### config.mk
export PLATFORM = sky130hd
export DESIGN_NAME = pwm_timer_bank
export DESIGN_NICKNAME = d
export VERILOG_FILES = /design/src/rtl/pwm_bank_pkg.sv /design/src/rtl/pwm_bank_regs.sv /design/src/rtl/pwm_bank_chan.sv /design/src/rtl/pwm_timer_bank.sv
export SDC_FILE = /design/constraint.sdc
export NUM_CORES = 1
export LEC_CHECK = 0
export BUFFER_PORTS_ARGS = -buffer_cell sky130_fd_sc_hd__buf_2
export CORE_MARGIN = 1
export CORE_UTILIZATION = 38
export CTS_BUF_LIST = sky130_fd_sc_hd__clkbuf_4
export DETAILED_ROUTE_END_ITERATION = 6
export GPL_TIMING_DRIVEN = 0
export HOLD_SLACK_MARGIN = 0.15
export RECOVER_POWER = 50
export SYNTH_ARGS = -nofsm -noshare
export SYNTH_HDL_FRONTEND = slang
export SYNTH_SLANG_ARGS = --single-unit
### constraint.sdc
create_clock -name clk -period 26.8 [get_ports clk]
set_input_delay 1.34 -clock clk [delete_from_list [all_inputs] [get_ports clk]]
set_output_delay 1.34 -clock clk [all_outputs]
set_load 0.005 [all_outputs]
### src/rtl/pwm_bank_pkg.sv
package pwm_bank_pkg;

  typedef struct packed {
    logic start;
    logic manual;
    logic invert;
    logic autoreload;
  } chan_ctl_t;

  // control nibble used by a channel: one empty nibble follows channel 0
  function automatic int nibble_of(input int ch);
    return (ch == 0) ? 0 : ch + 1;
  endfunction

  // position of the auto-reload flag inside a nibble
  function automatic int reload_pos(input int ch, input int nch);
    return (ch == nch - 1) ? 2 : 3;
  endfunction

  function automatic logic [63:0] ctrl_mask(input int nch);
    logic [63:0] m;
    m = '0;
    for (int c = 0; c < nch; c++) begin
      m[4*nibble_of(c)]     = 1'b1;
      m[4*nibble_of(c) + 1] = 1'b1;
      if (c != nch - 1) m[4*nibble_of(c) + 2] = 1'b1;
      m[4*nibble_of(c) + reload_pos(c, nch)] = 1'b1;
    end
    return m;
  endfunction

endpackage

### src/rtl/pwm_bank_regs.sv
module pwm_bank_regs
  import pwm_bank_pkg::*;
#(
  parameter int NUM_CH     = 5,
  parameter int CNT_W      = 16,
  parameter int ADDR_W     = 8,
  parameter int DATA_W     = 32,
  parameter int CTRL_ADDR  = 8,
  parameter int BUF_BASE   = 12,
  parameter int BUF_STRIDE = 12
) (
  input  logic                         clk,
  input  logic                         rst_n,
  input  logic                         wr_en,
  input  logic [ADDR_W-1:0]            addr,
  input  logic [DATA_W-1:0]            wr_data,
  output logic [DATA_W-1:0]            rd_data,
  output chan_ctl_t [NUM_CH-1:0]       ctl_o,
  output logic [NUM_CH-1:0][CNT_W-1:0] cnt_buf_o,
  output logic [NUM_CH-1:0][CNT_W-1:0] cmp_buf_o
);

  localparam int CTRL_W = 4 * (NUM_CH + 1);
  localparam logic [CTRL_W-1:0] CTRL_MASK = CTRL_W'(ctrl_mask(NUM_CH));

  logic [CTRL_W-1:0]            ctrl_q, ctrl_d;
  logic [NUM_CH-1:0][CNT_W-1:0] cnt_buf_q, cnt_buf_d;
  logic [NUM_CH-1:0][CNT_W-1:0] cmp_buf_q, cmp_buf_d;
  logic                         wr_unused_bits;

  assign wr_unused_bits = ^wr_data[DATA_W-1:CTRL_W];

  always_comb begin
    ctrl_d    = ctrl_q;
    cnt_buf_d = cnt_buf_q;
    cmp_buf_d = cmp_buf_q;
    if (wr_en) begin
      if (addr == ADDR_W'(CTRL_ADDR)) ctrl_d = wr_data[CTRL_W-1:0] & CTRL_MASK;
      for (int c = 0; c < NUM_CH; c++) begin
        if (addr == ADDR_W'(BUF_BASE + BUF_STRIDE*c))     cnt_buf_d[c] = wr_data[CNT_W-1:0];
        if (addr == ADDR_W'(BUF_BASE + BUF_STRIDE*c + 4)) cmp_buf_d[c] = wr_data[CNT_W-1:0];
      end
    end
  end

  always_ff @(posedge clk or negedge rst_n) begin
    if (!rst_n) begin
      ctrl_q    <= '0;
      cnt_buf_q <= '0;
      cmp_buf_q <= '0;
    end else begin
      ctrl_q    <= ctrl_d;
      cnt_buf_q <= cnt_buf_d;
      cmp_buf_q <= cmp_buf_d;
    end
  end

  always_comb begin
    rd_data = '0;
    if (addr == ADDR_W'(CTRL_ADDR)) rd_data = DATA_W'(ctrl_q);
    for (int c = 0; c < NUM_CH; c++) begin
      if (addr == ADDR_W'(BUF_BASE + BUF_STRIDE*c))     rd_data = DATA_W'(cnt_buf_q[c]);
      if (addr == ADDR_W'(BUF_BASE + BUF_STRIDE*c + 4)) rd_data = DATA_W'(cmp_buf_q[c]);
    end
  end

  always_comb begin
    for (int c = 0; c < NUM_CH; c++) begin
      ctl_o[c].start      = ctrl_q[4*nibble_of(c)];
      ctl_o[c].manual     = ctrl_q[4*nibble_of(c) + 1];
      ctl_o[c].invert     = (c == NUM_CH - 1) ? 1'b0 : ctrl_q[4*nibble_of(c) + 2];
      ctl_o[c].autoreload = ctrl_q[4*nibble_of(c) + reload_pos(c, NUM_CH)];
    end
  end

  assign cnt_buf_o = cnt_buf_q;
  assign cmp_buf_o = cmp_buf_q;


  ctrl_gap_chk: assert property (@(posedge clk) disable iff (!rst_n)
    (addr == ADDR_W'(CTRL_ADDR)) |-> (rd_data[7:4] == 4'b0 && rd_data[DATA_W-1] == 1'b0));

endmodule

### src/rtl/pwm_bank_chan.sv
module pwm_bank_chan
  import pwm_bank_pkg::*;
#(
  parameter int CNT_W = 16
) (
  input  logic             clk,
  input  logic             rst_n,
  input  logic             tick_i,
  input  chan_ctl_t        ctl_i,
  input  logic [CNT_W-1:0] cnt_buf_i,
  input  logic [CNT_W-1:0] cmp_buf_i,
  output logic             level_o,
  output logic             underflow_o
);

  logic [CNT_W-1:0] cnt_q, cnt_d;
  logic [CNT_W-1:0] cmp_q, cmp_d;
  logic             halted_q, halted_d;
  logic             uf_q, uf_d;
  logic             active;

  assign active = ctl_i.start & ~halted_q;

  always_comb begin
    cnt_d    = cnt_q;
    cmp_d    = cmp_q;
    halted_d = halted_q;
    uf_d     = 1'b0;
    if (ctl_i.manual) begin
      cnt_d    = cnt_buf_i;
      cmp_d    = cmp_buf_i;
      halted_d = 1'b0;
    end else if (!ctl_i.start) begin
      halted_d = 1'b0;
    end else if (tick_i && !halted_q) begin
      if (cnt_q == '0) begin
        uf_d = 1'b1;
        if (ctl_i.autoreload) begin
          cnt_d = cnt_buf_i;
          cmp_d = cmp_buf_i;
        end else begin
          halted_d = 1'b1;
        end
      end else begin
        cnt_d = cnt_q - 1'b1;
      end
    end
  end

  always_ff @(posedge clk or negedge rst_n) begin
    if (!rst_n) begin
      cnt_q    <= '0;
      cmp_q    <= '0;
      halted_q <= 1'b0;
      uf_q     <= 1'b0;
    end else begin
      cnt_q    <= cnt_d;
      cmp_q    <= cmp_d;
      halted_q <= halted_d;
      uf_q     <= uf_d;
    end
  end

  assign level_o     = ctl_i.invert ^ (active & (cnt_q <= cmp_q));
  assign underflow_o = uf_q;


  count_step_chk: assert property (@(posedge clk) disable iff (!rst_n)
    (active && tick_i && !ctl_i.manual && cnt_q != '0) |=> (cnt_q == $past(cnt_q) - 1'b1));


  manual_load_chk: assert property (@(posedge clk) disable iff (!rst_n)
    ctl_i.manual |=> (cnt_q == $past(cnt_buf_i) && cmp_q == $past(cmp_buf_i)));


  uf_source_chk: assert property (@(posedge clk) disable iff (!rst_n)
    underflow_o |-> ($past(tick_i) && $past(cnt_q) == '0));


  halted_quiet_chk: assert property (@(posedge clk) disable iff (!rst_n)
    (halted_q && ctl_i.start && !ctl_i.manual) |=> (!underflow_o && $stable(cnt_q)));

endmodule

### src/rtl/pwm_timer_bank.sv
module pwm_timer_bank
  import pwm_bank_pkg::*;
#(
  parameter int NUM_CH = 5,
  parameter int CNT_W  = 16,
  parameter int ADDR_W = 8,
  parameter int DATA_W = 32
) (
  input  logic              clk,
  input  logic              rst_n,
  input  logic              wr_en,
  input  logic [ADDR_W-1:0] addr,
  input  logic [DATA_W-1:0] wr_data,
  output logic [DATA_W-1:0] rd_data,
  input  logic [NUM_CH-1:0] tick,
  output logic [NUM_CH-2:0] pwm_out,
  output logic [NUM_CH-1:0] underflow
);

  logic [1:0]                   rst_sync_q;
  logic                         rst_core_n;
  chan_ctl_t [NUM_CH-1:0]       ctl;
  logic [NUM_CH-1:0][CNT_W-1:0] cnt_buf;
  logic [NUM_CH-1:0][CNT_W-1:0] cmp_buf;
  logic [NUM_CH-1:0]            level_all;

  always_ff @(posedge clk or negedge rst_n) begin
    if (!rst_n) rst_sync_q <= 2'b00;
    else        rst_sync_q <= {rst_sync_q[0], 1'b1};
  end
  assign rst_core_n = rst_sync_q[1];

  pwm_bank_regs #(
    .NUM_CH(NUM_CH), .CNT_W(CNT_W), .ADDR_W(ADDR_W), .DATA_W(DATA_W)
  ) u_regs (
    .clk(clk), .rst_n(rst_core_n), .wr_en(wr_en), .addr(addr),
    .wr_data(wr_data), .rd_data(rd_data), .ctl_o(ctl),
    .cnt_buf_o(cnt_buf), .cmp_buf_o(cmp_buf)
  );

  for (genvar c = 0; c < NUM_CH; c++) begin : g_chan
    pwm_bank_chan #(.CNT_W(CNT_W)) u_chan (
      .clk(clk), .rst_n(rst_core_n), .tick_i(tick[c]), .ctl_i(ctl[c]),
      .cnt_buf_i(cnt_buf[c]), .cmp_buf_i(cmp_buf[c]),
      .level_o(level_all[c]), .underflow_o(underflow[c])
    );


    idle_level_chk: assert property (@(posedge clk) disable iff (!rst_core_n)
      !ctl[c].start |-> (level_all[c] == ctl[c].invert));
  end

  assign pwm_out = level_all[NUM_CH-2:0];

endmodule

Word-level counts from Yosys, hierarchy flattened
Index checks and enable logic that the tools add are counted.

word-level totals
  flip-flop bits (word level) = 335
  bits of input ports = 48
  output and inout port bits = 41
  logic and storage cells = 246

operators by class
  add/sub/neg operators = 5
  $lt $le $gt $ge = 4
  eq/ne operators = 31
  multiplexer cells = 101
  bitwise logic cells = 16
  reduce and logical (&&, ||, !) cells = 58

operators with widths
  kind                   count
  $mux 16                45
  $mux 23                11
  $logic_not 16->1       5
  $sub 16x1->16 const B  5
  $le 16x16->1           4
  $mux 1                 45
  $eq 8x6->1 const B     5
  $reduce_bool 2->1      18
  $reduce_and 3->1       10
  $ne 3x1->1 const B     9
  $ne 3x3->1 const B     9
  $eq 8x5->1 const B     3
  $reduce_and 2->1       11
  $eq 8x4->1 const B     2
  $reduce_and 4->1       4
  $and 1x1->1            8
  $eq 8x7->1 const B     1
  $ne 3x2->1 const B     2
  $logic_and 1x1->1      5
  $logic_not 1->1        5
  $not 1->1              4
  $xor 1x1->1            4

Longest topological paths before layout
  depth in word-level cells = 12
  depth in mapped cells = 11
  depth with buffers taken out = 8

Hierarchy
From an unflattened synthesis, not the netlist that was laid out.

unflattened totals
  cells, all modules = 1961
  area, all modules = 20692.3 µm²

modules (own cells, without submodules)
  module                                 instances  cells each  area each (µm²)  seq. area each (µm²)
  pwm_bank_regs                          1          716         8803.4           4479.3
  pwm_bank_chan at g_chan[1].u_chan ...  3          250         2393.5           850.8
  pwm_bank_chan at g_chan[0].u_chan      1          249         2357.3           850.8
  pwm_bank_chan at g_chan[4].u_chan      1          239         2267.2           850.8
  pwm_timer_bank                         1          7           83.8             50.0

Least setup slack after synthesis
OpenSTA, ideal clock, no wires.

  kind = input port to output port
  start = in addr[1]
  end = out rd_data[14]
  data arrival time = 2.960 ns
  required time = 25.460 ns
  setup slack = 22.500 ns
  stages = 6
  path buffers = 1
  path through = or4_1 -> buf_2 -> a211oi_2 -> a211oi_1 -> a2111oi_0 -> a221o_1

on the way
  longest elaborated chain between the ends = 12
  elaborated cells on any way between the ends = 22
  classes of those cells = eq/ne (11); mux (11)

RTL lines
  element             line                  source
  start: declaration  pwm_timer_bank.sv:12  input logic [ADDR_W-1:0] addr,
  $eq 8x4->1          pwm_bank_regs.sv:60   if (addr == ADDR_W'(CTRL_ADDR)) rd_data = DATA_W'(ctrl_q);
  $mux 23             pwm_bank_regs.sv:60
  $mux 23             pwm_bank_regs.sv:62   if (addr == ADDR_W'(BUF_BASE + BUF_STRIDE*c)) rd_data = DATA_W'(cnt_buf_q[c]);
  $mux 23             pwm_bank_regs.sv:63   if (addr == ADDR_W'(BUF_BASE + BUF_STRIDE*c + 4)) rd_data = DATA_W'(cmp_buf_q[c]);
  $mux 23             pwm_bank_regs.sv:62
  $mux 23             pwm_bank_regs.sv:63
  $mux 23             pwm_bank_regs.sv:62
  $mux 23             pwm_bank_regs.sv:63
  $mux 23             pwm_bank_regs.sv:62
  $mux 23             pwm_bank_regs.sv:63
  $mux 23             pwm_bank_regs.sv:62
  $mux 23 *           pwm_bank_regs.sv:63
  end: declaration    pwm_timer_bank.sv:14  output logic [DATA_W-1:0] rd_data,

Mark *: on every way between the ends. The rest lies on a longest branch, timed or not.

==> impl_metrics.toml <==
[sta]
tightest_slew_ns = 3.72
fmax_mhz = 109
relSlewSlack_pct = -148
slew_violations = 317
finalSetupViolCount = 0
period_share_pct = 34.3
finalHoldViolCount = 0
fin_tns_setup_ns = 0
rsz0062_at_grt = "false"
finalCriticalPeriod_ns = 9.19
fin_skew_ns = 0.0646

[logic_synthesis]
synth.area.top_cells = "dfrtp_1, mux2_2, ha_1"
synth_seq_area_share_pct = 45.0
netlist_instances = 1832
synth-edff-count = 0
synth_area_um2 = 18600
synth.most_common_cell = "dfrtp_1"
synth_top_area_share_pct = 45.0
yosys.area.top_type = "dfrtp_1"
synthArstFlopShare_pct = 100
ys_ff_latch = 335
synth.distinct_cells = 83
synth_commonest_cells = "dfrtp_1, mux2_2, o21ai_0"
synth_flop_cell = "dfrtp_1"
yosysWarningCount = 0
syn_area_per_cell_um2 = 10.2

[layout]
seq_area_um2 = 8380
multi_input_area_um2 = 9240
fin_nets = 2129
drive_above_1_share_pct = 26.4
area_growth_pct = 12.3
instances_no_fill = 2702
fillers = 4636

[floorplan]
die_h_um = 223
initial_core_util_pct = 38.8
rows = 80
core-area_um2 = 48000
die_x_um = 223
die-area_um2 = 49900
num_io_pins = 89

[run]
maxCapViolCount = 5

[setup_path]
critPathLaunchType = "flip-flop"
cp-end-kind = "asynchronous set/reset pin"
critPathMaxFanout = 71
crit_type = "flip-flop to asynchronous set/reset pin"
critPathArrivalTime_ns = 9.35
required_ns = 26.96

[placed_design]
port_buffers = 66
place.gp.congestion = 0.953
dp.cells = 2526
dp_hpwl_mm = 43.6

[global_route]
grtUsageTotal_pct = 24.2
grt_pass1_vias = 15400
antenna_found_initial = 4
globalRouteOverflowTotal = 0
grt_max_degree = 72
grt_pass1_wl_mm = 91.9

[cts]
cts.htree.levels = 3
post_cts_resized = 0
tritoncts = "built"
cts_hold_buf = 0
clock_path_buffers = 3
cts-root-buf = "clkbuf_4"
cts_inserted_buffers = 94
clk_latency_ns = 0.83
clkTransAtPathRegs_ns = 0.06
clkSinkCount = 335
post_cts_buffers = 0

[run_status]
status = "finished with violations"
violations = "max-capacitance violations, max-slew violations"

[worst_hold_path]
hold_path_class = "primary input to asynchronous set/reset pin"

[power_and_ir_drop]
peakVddDrop_v = 0.0000273
p_leak_nw = 9.68
powerDensity_nw_per_um2 = 65.7

[drt]
dr.pass1.iters = 6
postRouteAntennaNets = 0
via_count = 15400
drt_iter0_markers = 1280
wl_per_cell_um = 21.9
wl_mm = 59.2
vias_per_cell = 5.72
drc_errors = 0
per-stage QoR:
stage / hold slack (ns) / cell area (um2) / total power [mW] / setup slack (ns) / util [%]
CTS: 0.228 / 21100 / 1.39 / 20.91 / 43.9
floorplan: 0.331 / 18700 / 0.815 / 16.77 / -
global placement: 0.336 / 19800 / 0.898 / 12.71 / 41.1
detailed placement: 0.275 / 19900 / 0.911 / 20.92 / 41.4
finish: 0.325 / 20900 / 1.37 / 17.61 / 43.5
global route: 0.236 / 20900 / 1.46 / 15.64 / 43.5
layer usage:
| metal | up-vias | share of wire [%] | track usage (%) |
|---|---|---|---|
| li1 | 7065 | - | - |
| met1 | 7721 | 45 | 33.3 |
| met2 | 539 | 46 | 37.6 |
| met3 | 122 | 6.1 | 4.81 |
| met4 | 2 | 3.1 | 8.79 |
| met5 | - | 0.019 | 0 |
power by group:
part           switching [mW]  internal, mW
logic                   0.172         0.116
clock network           0.231         0.243
registers              0.0598         0.552
total                   0.463         0.911
layout by cell type (no fill, tap or decap), types with 8 or more instances in the layout:
master	synthesis	routed
conb_1	2	10
a31oi_1	24	24
a22oi_1	13	13
nand3_1	35	35
o22a_1	15	15
inv_1	94	94
clkbuf_4	0	136
and3_1	8	8
buf_2	31	95
a211oi_1	14	14
a21oi_1	122	122
nand2b_1	13	13
or3_1	13	13
o22ai_1	18	18
mux2_2	241	241
or4_1	9	10
nand4_1	20	20
o21ai_0	161	161
clkinv_1	2	28
nor3_1	45	45
mux2_4	10	10
nor2_1	145	145
a221oi_1	8	8
ha_1	74	74
nand2_1	91	91
and2_1	10	10
buf_4	21	21
nor2b_1	8	8
nor4_1	29	33
a21o_1	8	8
o211ai_1	13	13
clkbuf_1	60	67
mux2i_1	21	21
dfrtp_1	335	335
final cells by class:
type / count / area share (%)
tap: 615 / 3.68
antenna: 4 / 0.0479
sequential: 335 / 40.1
clock inverter: 36 / 0.814
inverter: 96 / 1.72
clock buffer: 136 / 4.88
multi-input combinational: 1285 / 44.2
timing repair buffer: 71 / 1.66
buffer: 124 / 2.97
final timing paths:
path	depth (start not counted)	end	start	slack, ns
max in group clk	9	rd_data[3]	addr[2]	20.87
worst max register to register	3	g_chan[0].u_chan.cmp_q[2]$_DFFE_PN0P_	rst_sync_q[1]$_DFF_PN0_	17.61
worst max-delay path	3	g_chan[0].u_chan.cmp_q[2]$_DFFE_PN0P_	rst_sync_q[1]$_DFF_PN0_	17.61
min in group clk	0	rst_sync_q[1]$_DFF_PN0_	rst_sync_q[0]$_DFF_PN0_	0.35
worst min-delay path	1	rst_sync_q[0]$_DFF_PN0_	rst_n	0.32
worst min register to register	0	rst_sync_q[1]$_DFF_PN0_	rst_sync_q[0]$_DFF_PN0_	0.35
logic make-up (layout without fill, tap and decap cells):
family,after synthesis,in the layout,synth area share [%]
multiplexers,274,274,16.6
XOR/XNOR,5,5,0.235
buffers and inverters,220,463,5.27
AND/OR/NAND/NOR,470,470,13.0
AO/OA/AOI/OAI,452,452,14.8
other,2,14,0.0403
flip-flops,335,335,45.0
adder cells (fa/ha/maj),74,74,4.97
state kept, by name (all words and copies together) (netlist names):
name,flops
g_chan.u_chan.underflow_o,5
u_regs.cnt_buf_o,80
u_regs.cmp_buf_o,80
g_chan.u_chan.cmp_q,64
rst_sync_q,2
u_regs.ctrl_q,19
g_chan.u_chan.cnt_q,80
g_chan.u_chan.halted_q,5
worst max-delay path: stages (launching register included):
cell and delay [ns]:
dfrtp_1 1.04, clkbuf_1 2.64, clkbuf_1 2.36, clkbuf_1 2.37
Note: power is estimated with default switching activity, not from simulation.
